--- src/rtl/acc_useq_pkg.sv ---
package acc_useq_pkg;

  localparam int unsigned OP_W    = 4;
  localparam int unsigned SRC_N   = 5;
  localparam int unsigned DST_N   = 7;
  localparam int unsigned FETCH_N = 4;
  localparam int unsigned EXEC_MAX = 5;
  localparam int unsigned STEP_MAX = FETCH_N + EXEC_MAX - 1;

  // bus sources
  localparam int unsigned SRC_PC  = 0;
  localparam int unsigned SRC_MDR = 1;
  localparam int unsigned SRC_OPR = 2;
  localparam int unsigned SRC_ACC = 3;
  localparam int unsigned SRC_ALU = 4;

  // bus destinations
  localparam int unsigned DST_MAR = 0;
  localparam int unsigned DST_IR  = 1;
  localparam int unsigned DST_B   = 2;
  localparam int unsigned DST_ACC = 3;
  localparam int unsigned DST_PC  = 4;
  localparam int unsigned DST_MDR = 5;
  localparam int unsigned DST_OUT = 6;

  typedef enum logic [OP_W-1:0] {
    OP_NOP = 4'd0,
    OP_LDA = 4'd1,
    OP_ADD = 4'd2,
    OP_SUB = 4'd3,
    OP_STA = 4'd4,
    OP_LDI = 4'd5,
    OP_JMP = 4'd6,
    OP_JC  = 4'd7,
    OP_JZ  = 4'd8,
    OP_OUT = 4'd14,
    OP_HLT = 4'd15
  } op_e;

  typedef enum logic [1:0] {
    COND_NONE = 2'd0,
    COND_C    = 2'd1,
    COND_Z    = 2'd2
  } cond_e;

  typedef struct packed {
    logic [SRC_N-1:0] src;
    logic [DST_N-1:0] dst;
    logic             rd;
    logic             wr;
    logic             inc;
    logic             add;
    logic             sub;
    logic             hlt;
    logic             last;
    cond_e            cond;
  } uword_t;

  function automatic logic is_noop(logic [OP_W-1:0] op);
    return (op == OP_NOP) || (op >= 4'd9 && op <= 4'd13);
  endfunction

  function automatic uword_t xfer(int unsigned s, int unsigned d);
    uword_t w;
    w = '0;
    w.src = SRC_N'(1) << s;
    w.dst = DST_N'(1) << d;
    return w;
  endfunction

endpackage

--- src/rtl/useq_rom.sv ---
module useq_rom
  import acc_useq_pkg::*;
#(
  parameter int unsigned STEP_W = 4
) (
  input  logic [OP_W-1:0]   op_i,
  input  logic [STEP_W-1:0] step_i,
  output uword_t            word_o
);

  int unsigned st;
  int unsigned ex;

  always_comb begin
    word_o = '0;
    st     = int'(step_i);
    ex     = st - FETCH_N;
    if (st < FETCH_N) begin
      case (st)
        0:       word_o = xfer(SRC_PC, DST_MAR);
        1:       word_o.rd = 1'b1;
        2:       word_o = xfer(SRC_MDR, DST_IR);
        default: begin
          word_o.inc  = 1'b1;
          word_o.last = is_noop(op_i);
        end
      endcase
    end else begin
      case (op_e'(op_i))
        OP_LDA: begin
          case (ex)
            0:       word_o = xfer(SRC_OPR, DST_MAR);
            1:       word_o.rd = 1'b1;
            default: begin
              word_o      = xfer(SRC_MDR, DST_ACC);
              word_o.last = 1'b1;
            end
          endcase
        end
        OP_ADD, OP_SUB: begin
          case (ex)
            0:       word_o = xfer(SRC_OPR, DST_MAR);
            1:       word_o.rd = 1'b1;
            2:       word_o = xfer(SRC_MDR, DST_B);
            3: begin
              word_o.add = (op_i == OP_ADD);
              word_o.sub = (op_i == OP_SUB);
            end
            default: begin
              word_o      = xfer(SRC_ALU, DST_ACC);
              word_o.add  = (op_i == OP_ADD);
              word_o.sub  = (op_i == OP_SUB);
              word_o.last = 1'b1;
            end
          endcase
        end
        OP_STA: begin
          case (ex)
            0:       word_o = xfer(SRC_OPR, DST_MAR);
            1:       word_o = xfer(SRC_ACC, DST_MDR);
            default: begin
              word_o.wr   = 1'b1;
              word_o.last = 1'b1;
            end
          endcase
        end
        OP_LDI: begin
          word_o      = xfer(SRC_OPR, DST_ACC);
          word_o.last = 1'b1;
        end
        OP_JMP: begin
          word_o      = xfer(SRC_OPR, DST_PC);
          word_o.last = 1'b1;
        end
        OP_JC: begin
          word_o      = xfer(SRC_OPR, DST_PC);
          word_o.cond = COND_C;
          word_o.last = 1'b1;
        end
        OP_JZ: begin
          word_o      = xfer(SRC_OPR, DST_PC);
          word_o.cond = COND_Z;
          word_o.last = 1'b1;
        end
        OP_OUT: begin
          word_o      = xfer(SRC_ACC, DST_OUT);
          word_o.last = 1'b1;
        end
        OP_HLT:  word_o.hlt = 1'b1;
        default: word_o.last = 1'b1;
      endcase
    end
  end

endmodule

--- src/rtl/useq_cond.sv ---
module useq_cond
  import acc_useq_pkg::*;
(
  input  uword_t word_i,
  input  logic   carry_i,
  input  logic   zero_i,
  output uword_t word_o
);

  logic pass;

  always_comb begin
    case (word_i.cond)
      COND_C:  pass = carry_i;
      COND_Z:  pass = zero_i;
      default: pass = 1'b1;
    endcase
    word_o = word_i;
    if (!pass) begin
      word_o.src = '0;
      word_o.dst = '0;
    end
  end

endmodule

--- src/rtl/useq_step.sv ---
module useq_step
  import acc_useq_pkg::*;
#(
  parameter int unsigned STEP_W = 4
) (
  input  logic              clk_i,
  input  logic              rst_ni,
  input  logic              last_i,
  input  logic              halt_i,
  output logic [STEP_W-1:0] step_o,
  output logic              halted_o
);

  logic [STEP_W-1:0] step_q;
  logic              halted_q;

  always_ff @(posedge clk_i or negedge rst_ni) begin
    if (!rst_ni) begin
      step_q   <= '0;
      halted_q <= 1'b0;
    end else if (!halted_q) begin
      if (halt_i)      halted_q <= 1'b1;
      else if (last_i) step_q   <= '0;
      else             step_q   <= step_q + 1'b1;
    end
  end

  assign step_o   = step_q;
  assign halted_o = halted_q;

  AST_WRAP_TO_FETCH: assert property (@(posedge clk_i) disable iff (!rst_ni)
    (last_i && !halt_i && !halted_q) |=> (step_q == '0));
  AST_HALT_STICKY: assert property (@(posedge clk_i) disable iff (!rst_ni)
    halted_q |=> (halted_q && $stable(step_q)));
  AST_STEP_RANGE: assert property (@(posedge clk_i) disable iff (!rst_ni)
    (int'(step_q) <= STEP_MAX));

endmodule

--- src/rtl/acc_useq.sv ---
module acc_useq
  import acc_useq_pkg::*;
#(
  parameter int unsigned STEP_W = 4
) (
  input  logic             clk_i,
  input  logic             rst_ni,
  input  logic [OP_W-1:0]  opcode_i,
  input  logic             carry_i,
  input  logic             zero_i,
  output logic [SRC_N-1:0] bus_src_o,
  output logic [DST_N-1:0] bus_dst_o,
  output logic             mem_rd_o,
  output logic             mem_wr_o,
  output logic             pc_inc_o,
  output logic             alu_add_o,
  output logic             alu_sub_o,
  output logic             halt_o
);

  uword_t            rom_w;
  uword_t            cond_w;
  logic [STEP_W-1:0] step;
  logic              halted;

  useq_rom #(.STEP_W(STEP_W)) u_rom (
    .op_i   (opcode_i),
    .step_i (step),
    .word_o (rom_w)
  );

  useq_cond u_cond (
    .word_i  (rom_w),
    .carry_i (carry_i),
    .zero_i  (zero_i),
    .word_o  (cond_w)
  );

  useq_step #(.STEP_W(STEP_W)) u_step (
    .clk_i    (clk_i),
    .rst_ni   (rst_ni),
    .last_i   (cond_w.last),
    .halt_i   (cond_w.hlt),
    .step_o   (step),
    .halted_o (halted)
  );

  // halt state silences every control line
  assign bus_src_o = halted ? '0 : cond_w.src;
  assign bus_dst_o = halted ? '0 : cond_w.dst;
  assign mem_rd_o  = !halted && cond_w.rd;
  assign mem_wr_o  = !halted && cond_w.wr;
  assign pc_inc_o  = !halted && cond_w.inc;
  assign alu_add_o = !halted && cond_w.add;
  assign alu_sub_o = !halted && cond_w.sub;
  assign halt_o    = halted || cond_w.hlt;

  AST_SRC_ONEHOT: assert property (@(posedge clk_i) disable iff (!rst_ni)
    $onehot0(bus_src_o));
  AST_DST_ONEHOT: assert property (@(posedge clk_i) disable iff (!rst_ni)
    $onehot0(bus_dst_o));
  AST_XFER_PAIRED: assert property (@(posedge clk_i) disable iff (!rst_ni)
    ((bus_src_o != '0) == (bus_dst_o != '0)));
  AST_RD_WR_EXCL: assert property (@(posedge clk_i) disable iff (!rst_ni)
    !(mem_rd_o && mem_wr_o));
  AST_JC_GATE: assert property (@(posedge clk_i) disable iff (!rst_ni)
    (opcode_i == OP_JC && bus_dst_o[DST_PC]) |-> carry_i);
  AST_JZ_GATE: assert property (@(posedge clk_i) disable iff (!rst_ni)
    (opcode_i == OP_JZ && bus_dst_o[DST_PC]) |-> zero_i);
  AST_COND_SRC: assert property (@(posedge clk_i) disable iff (!rst_ni)
    (cond_w.cond != COND_NONE) |-> (opcode_i == OP_JC || opcode_i == OP_JZ));
  AST_ALU_SEL: assert property (@(posedge clk_i) disable iff (!rst_ni)
    bus_src_o[SRC_ALU] |-> (alu_add_o ^ alu_sub_o));
  AST_HALT_QUIET: assert property (@(posedge clk_i) disable iff (!rst_ni)
    halt_o |=> (halt_o && bus_src_o == '0 && bus_dst_o == '0 && !mem_rd_o &&
                !mem_wr_o && !pc_inc_o && !alu_add_o && !alu_sub_o));

endmodule

--- config.mk ---
export PLATFORM = sky130hd
export DESIGN_NAME = acc_useq
export DESIGN_NICKNAME = d
export VERILOG_FILES = /design/src/rtl/acc_useq_pkg.sv /design/src/rtl/useq_rom.sv /design/src/rtl/useq_cond.sv /design/src/rtl/useq_step.sv /design/src/rtl/acc_useq.sv
export SDC_FILE = /design/constraint.sdc
export NUM_CORES = 1
export LEC_CHECK = 0
export ABC_AREA = 1
export BUFFER_PORTS_ARGS = -buffer_cell sky130_fd_sc_hd__clkbuf_2
export CORE_MARGIN = 5
export CORE_UTILIZATION = 47
export DETAILED_ROUTE_END_ITERATION = 8
export GPL_ROUTABILITY_DRIVEN = 0
export PLACE_DENSITY_LB_ADDON = 0.08
export SLEW_MARGIN = 20
export SYNTH_ARGS = -nofsm -noshare
export SYNTH_HDL_FRONTEND = slang
export SYNTH_SLANG_ARGS = --single-unit
export TNS_END_PERCENT = 100
--- constraint.sdc ---
create_clock -name clk_i -period 2 [get_ports clk_i]
set_input_delay 0.1 -clock clk_i [delete_from_list [all_inputs] [get_ports clk_i]]
set_output_delay 0.1 -clock clk_i [all_outputs]
set_load 0.005 [all_outputs]
==> impl_metrics.tcl <==
set metrics [dict create \
    status "completed" \
    totalWireLength_um 2167 \
    fin_total_pwr_uw 1117 \
    yosys_most_used_dff "dfrtp_1" \
    grt_use_total_pct 16.82 \
    synth.distinct_cells 27 \
    cts_made_buffers 3 \
    cts.htree.levels 1 \
    yosysTopAreaCell "dfrtp_1" \
    critical_path.max_stage_delay_ns 0.41 \
    clkLatencyLatePin_ns 0.24 \
    critPathMaxFanout 5 \
    initial_core_util_pct 50.08 \
    regToRegSetupSlack_ns 0.37 \
    grt_pass1_wl_um 3408 \
    synth_cells 130 \
    required_ns 1.90 \
    clock_path_buffers 2 \
    post-route-min-period_ns 1.999 \
    rows 14 \
    syn_nets 144 \
    cts_tree "done" \
    finalNonFillerCells 179 \
    async_flop_share_pct 100.0 \
    drv_cap 0 \
    start_kind "flip-flop" \
    nNetsFinal 178 \
    grt_max_degree 8 \
    area_growth_pct 34.26 \
    io_pins 26 \
    grt_pass1_vias 845 \
    cts_root_buffer "clkbuf_4" \
    wire_per_inst_um 12.11 \
    r2r_start "u_step.step_o[0]" \
    ys_ff_latch 5 \
    dp_hpwl_um 1761 \
    p_per_area_mw_per_mm2 1090 \
    leakagePower_uw 0.0005324 \
    hold_viol 0 \
    fin_crit_sh_pct 99.96 \
    drtIter0Drc 49 \
    dieWidth_um 50.30 \
    synthesis.area_sq_um 763.2 \
    dieArea_sq_mm 0.002530 \
    max_freq_mhz 500.2 \
    endpoint_kind "output port" \
    critPathKind "flip-flop to output port" \
    yosysSeqAreaShare_pct 16.39 \
    max_slew_margin_pct 72.10 \
    via_per_inst 5.363 \
    timing.hold.ws_ns 0.2179 \
    drive_above_1_share_pct 31.29 \
    slew_violations 0 \
    placed_cells 172 \
    r2r_end "u_step.step_o[2]" \
    syn_avg_cell_area_sq_um 5.871 \
    ff2ff_path_depth 8 \
    cts_sinks 5 \
    antenna_cells 0 \
    io_buffers 25 \
    drtAntennaViolNets 0 \
    yosysWarningCount 0 \
    skew_ns 0.002137 \
    setup_viol 0 \
    peakVddDrop_v 0.0007680 \
    worstHoldPathType "primary input to asynchronous set/reset pin" \
    drc_errors 0 \
    critPathSlowestCell "dfrtp_2" \
    rsz0062_at_grt "true" \
    dieHeight_um 50.30 \
    synth.area.top_cells "dfrtp_1, nand2_1, inv_1" \
    drtPass1Iterations 4 \
    tightest_slew_ns 0.4080 \
    clk_pin_slew_ns 0.04 \
    synth_edf_count 0 \
    fillers 148 \
    overflow 0 \
    crit_chain "nor2_4 > nor3_2 > inv_1 > ha_4 > a21oi_2 > nand2_2 > nand4_1 > buf_6 > nor2_1 > clkbuf_2" \
    core_sq_mm 0.001524 \
    final_common_cell "nand2_1" \
    synth_top_area_share_pct 16.39 \
    vias 960 \
    antenna_found_initial 0 \
    cp.arrival_ns 1.90 \
    final_cell_mix "nand2_1, inv_1, clkbuf_2" \
]
[synthesized netlist by cell type (2+ instances only)]
cell     count
a21oi_1      3
dfrtp_1      5
ha_1         6
inv_1       21
inv_2        2
nand2_1     30
nand3_1      7
nand4_1      4
nor2_1      21
nor3_1       8
nor4_1       2
o21ai_0      4
o22ai_1      2
xor2_1       2
[power by group]
| part | leakage [uW] | switching, uW | internal [uW] |
|---|---|---|---|
| Clock | 0.0000150 | 37.0 | 75.1 |
| Sequential | 0.0000620 | 67.7 | 151 |
| Combinational | 0.000455 | 488 | 298 |
[critical path, delay by kind of cell, from the launching register on]
kind / cells / cell delay [ns]
simple gates: 5 / 0.56
flops: 1 / 0.41
buf+inv: 3 / 0.40
fa+ha+maj: 1 / 0.27
compound gates: 1 / 0.03
[flip-flops by register name, summed over array words and instances, names as in the netlist]
| register | count |
|---|---|
| u_step.halted_o | 1 |
| u_step.step_o | 4 |
[worst max path at each step]
stage / start / endpoint / slack, ns / depth (start not counted)
floorplan: u_step.step_o[3] / bus_dst_o[3] / 0.28 / 9
global placement: u_step.step_o[3] / bus_dst_o[3] / 0.16 / 10
detailed placement: u_step.step_o[3] / bus_dst_o[3] / 0.05 / 10
CTS: u_step.step_o[3] / bus_dst_o[0] / 0.0006 / 10
global route: u_step.step_o[3] / bus_src_o[3] / -0.13 / 10
finish: u_step.step_o[3] / bus_src_o[3] / 0.0009 / 10
[routing by layer]
| layer | global-route usage [%] | part of all wire [%] | vias up |
|---|---|---|---|
| met1 | 17.68 | 39 | 432 |
| met5 | 0 | 0 | - |
| met3 | 1.183 | 6.0 | 2 |
| met2 | 33.05 | 54 | 34 |
| met4 | 7.660 | 0.46 | 0 |
| li1 | - | - | 492 |
[metrics by stage]
step / area [sq um] / setup WS, ns / utilization, % / TNS (ns)
global route: 1025 / -0.1284 / 67.24 / -0.7590
CTS: 965.9 / 0.0005997 / 63.38 / 0
floorplan: 763.2 / 0.2797 / - / 0
finish: 1025 / 0.0008793 / 67.24 / 0
global placement: 915.9 / 0.1572 / 60.10 / 0
detailed placement: 915.9 / 0.05259 / 60.10 / 0
[layout make-up]
class,count,area [sq um],share of cell area (%)
Multi-Input combinational cell,101,598.1,58.36
Clock buffer,4,26.28,2.564
Sequential cell,5,126.4,12.33
Tap cell,16,20.02,1.954
Timing Repair Buffer,29,161.4,15.75
Inverter,24,92.59,9.035
[cell families (layout without fill, tap and decap cells)]
| logic type | after synthesis | after routing | synth area share, % |
|---|---|---|---|
| adders and majority gates | 6 | 6 | 9.836 |
| and+or+nand+nor | 76 | 76 | 44.26 |
| xor gates and xnor gates | 2 | 2 | 2.296 |
| buffers and inverters | 24 | 57 | 12.13 |
| DFF | 5 | 5 | 16.39 |
| AOI/OAI and AO/OA | 17 | 17 | 15.08 |
[timing repair]
| action | 4_1_cts | 5_1_grt |
|---|---|---|
| setup endpoints to repair | 8 | 12 |
| hold buffers | 1 | 0 |
| hold endpoints to repair | 5 | 0 |
| gates resized for setup | 2 | 14 |
| pin swaps | 1 | 7 |
| buffers inserted | 1 | 1 |
Power figures use the tool's default switching activity.
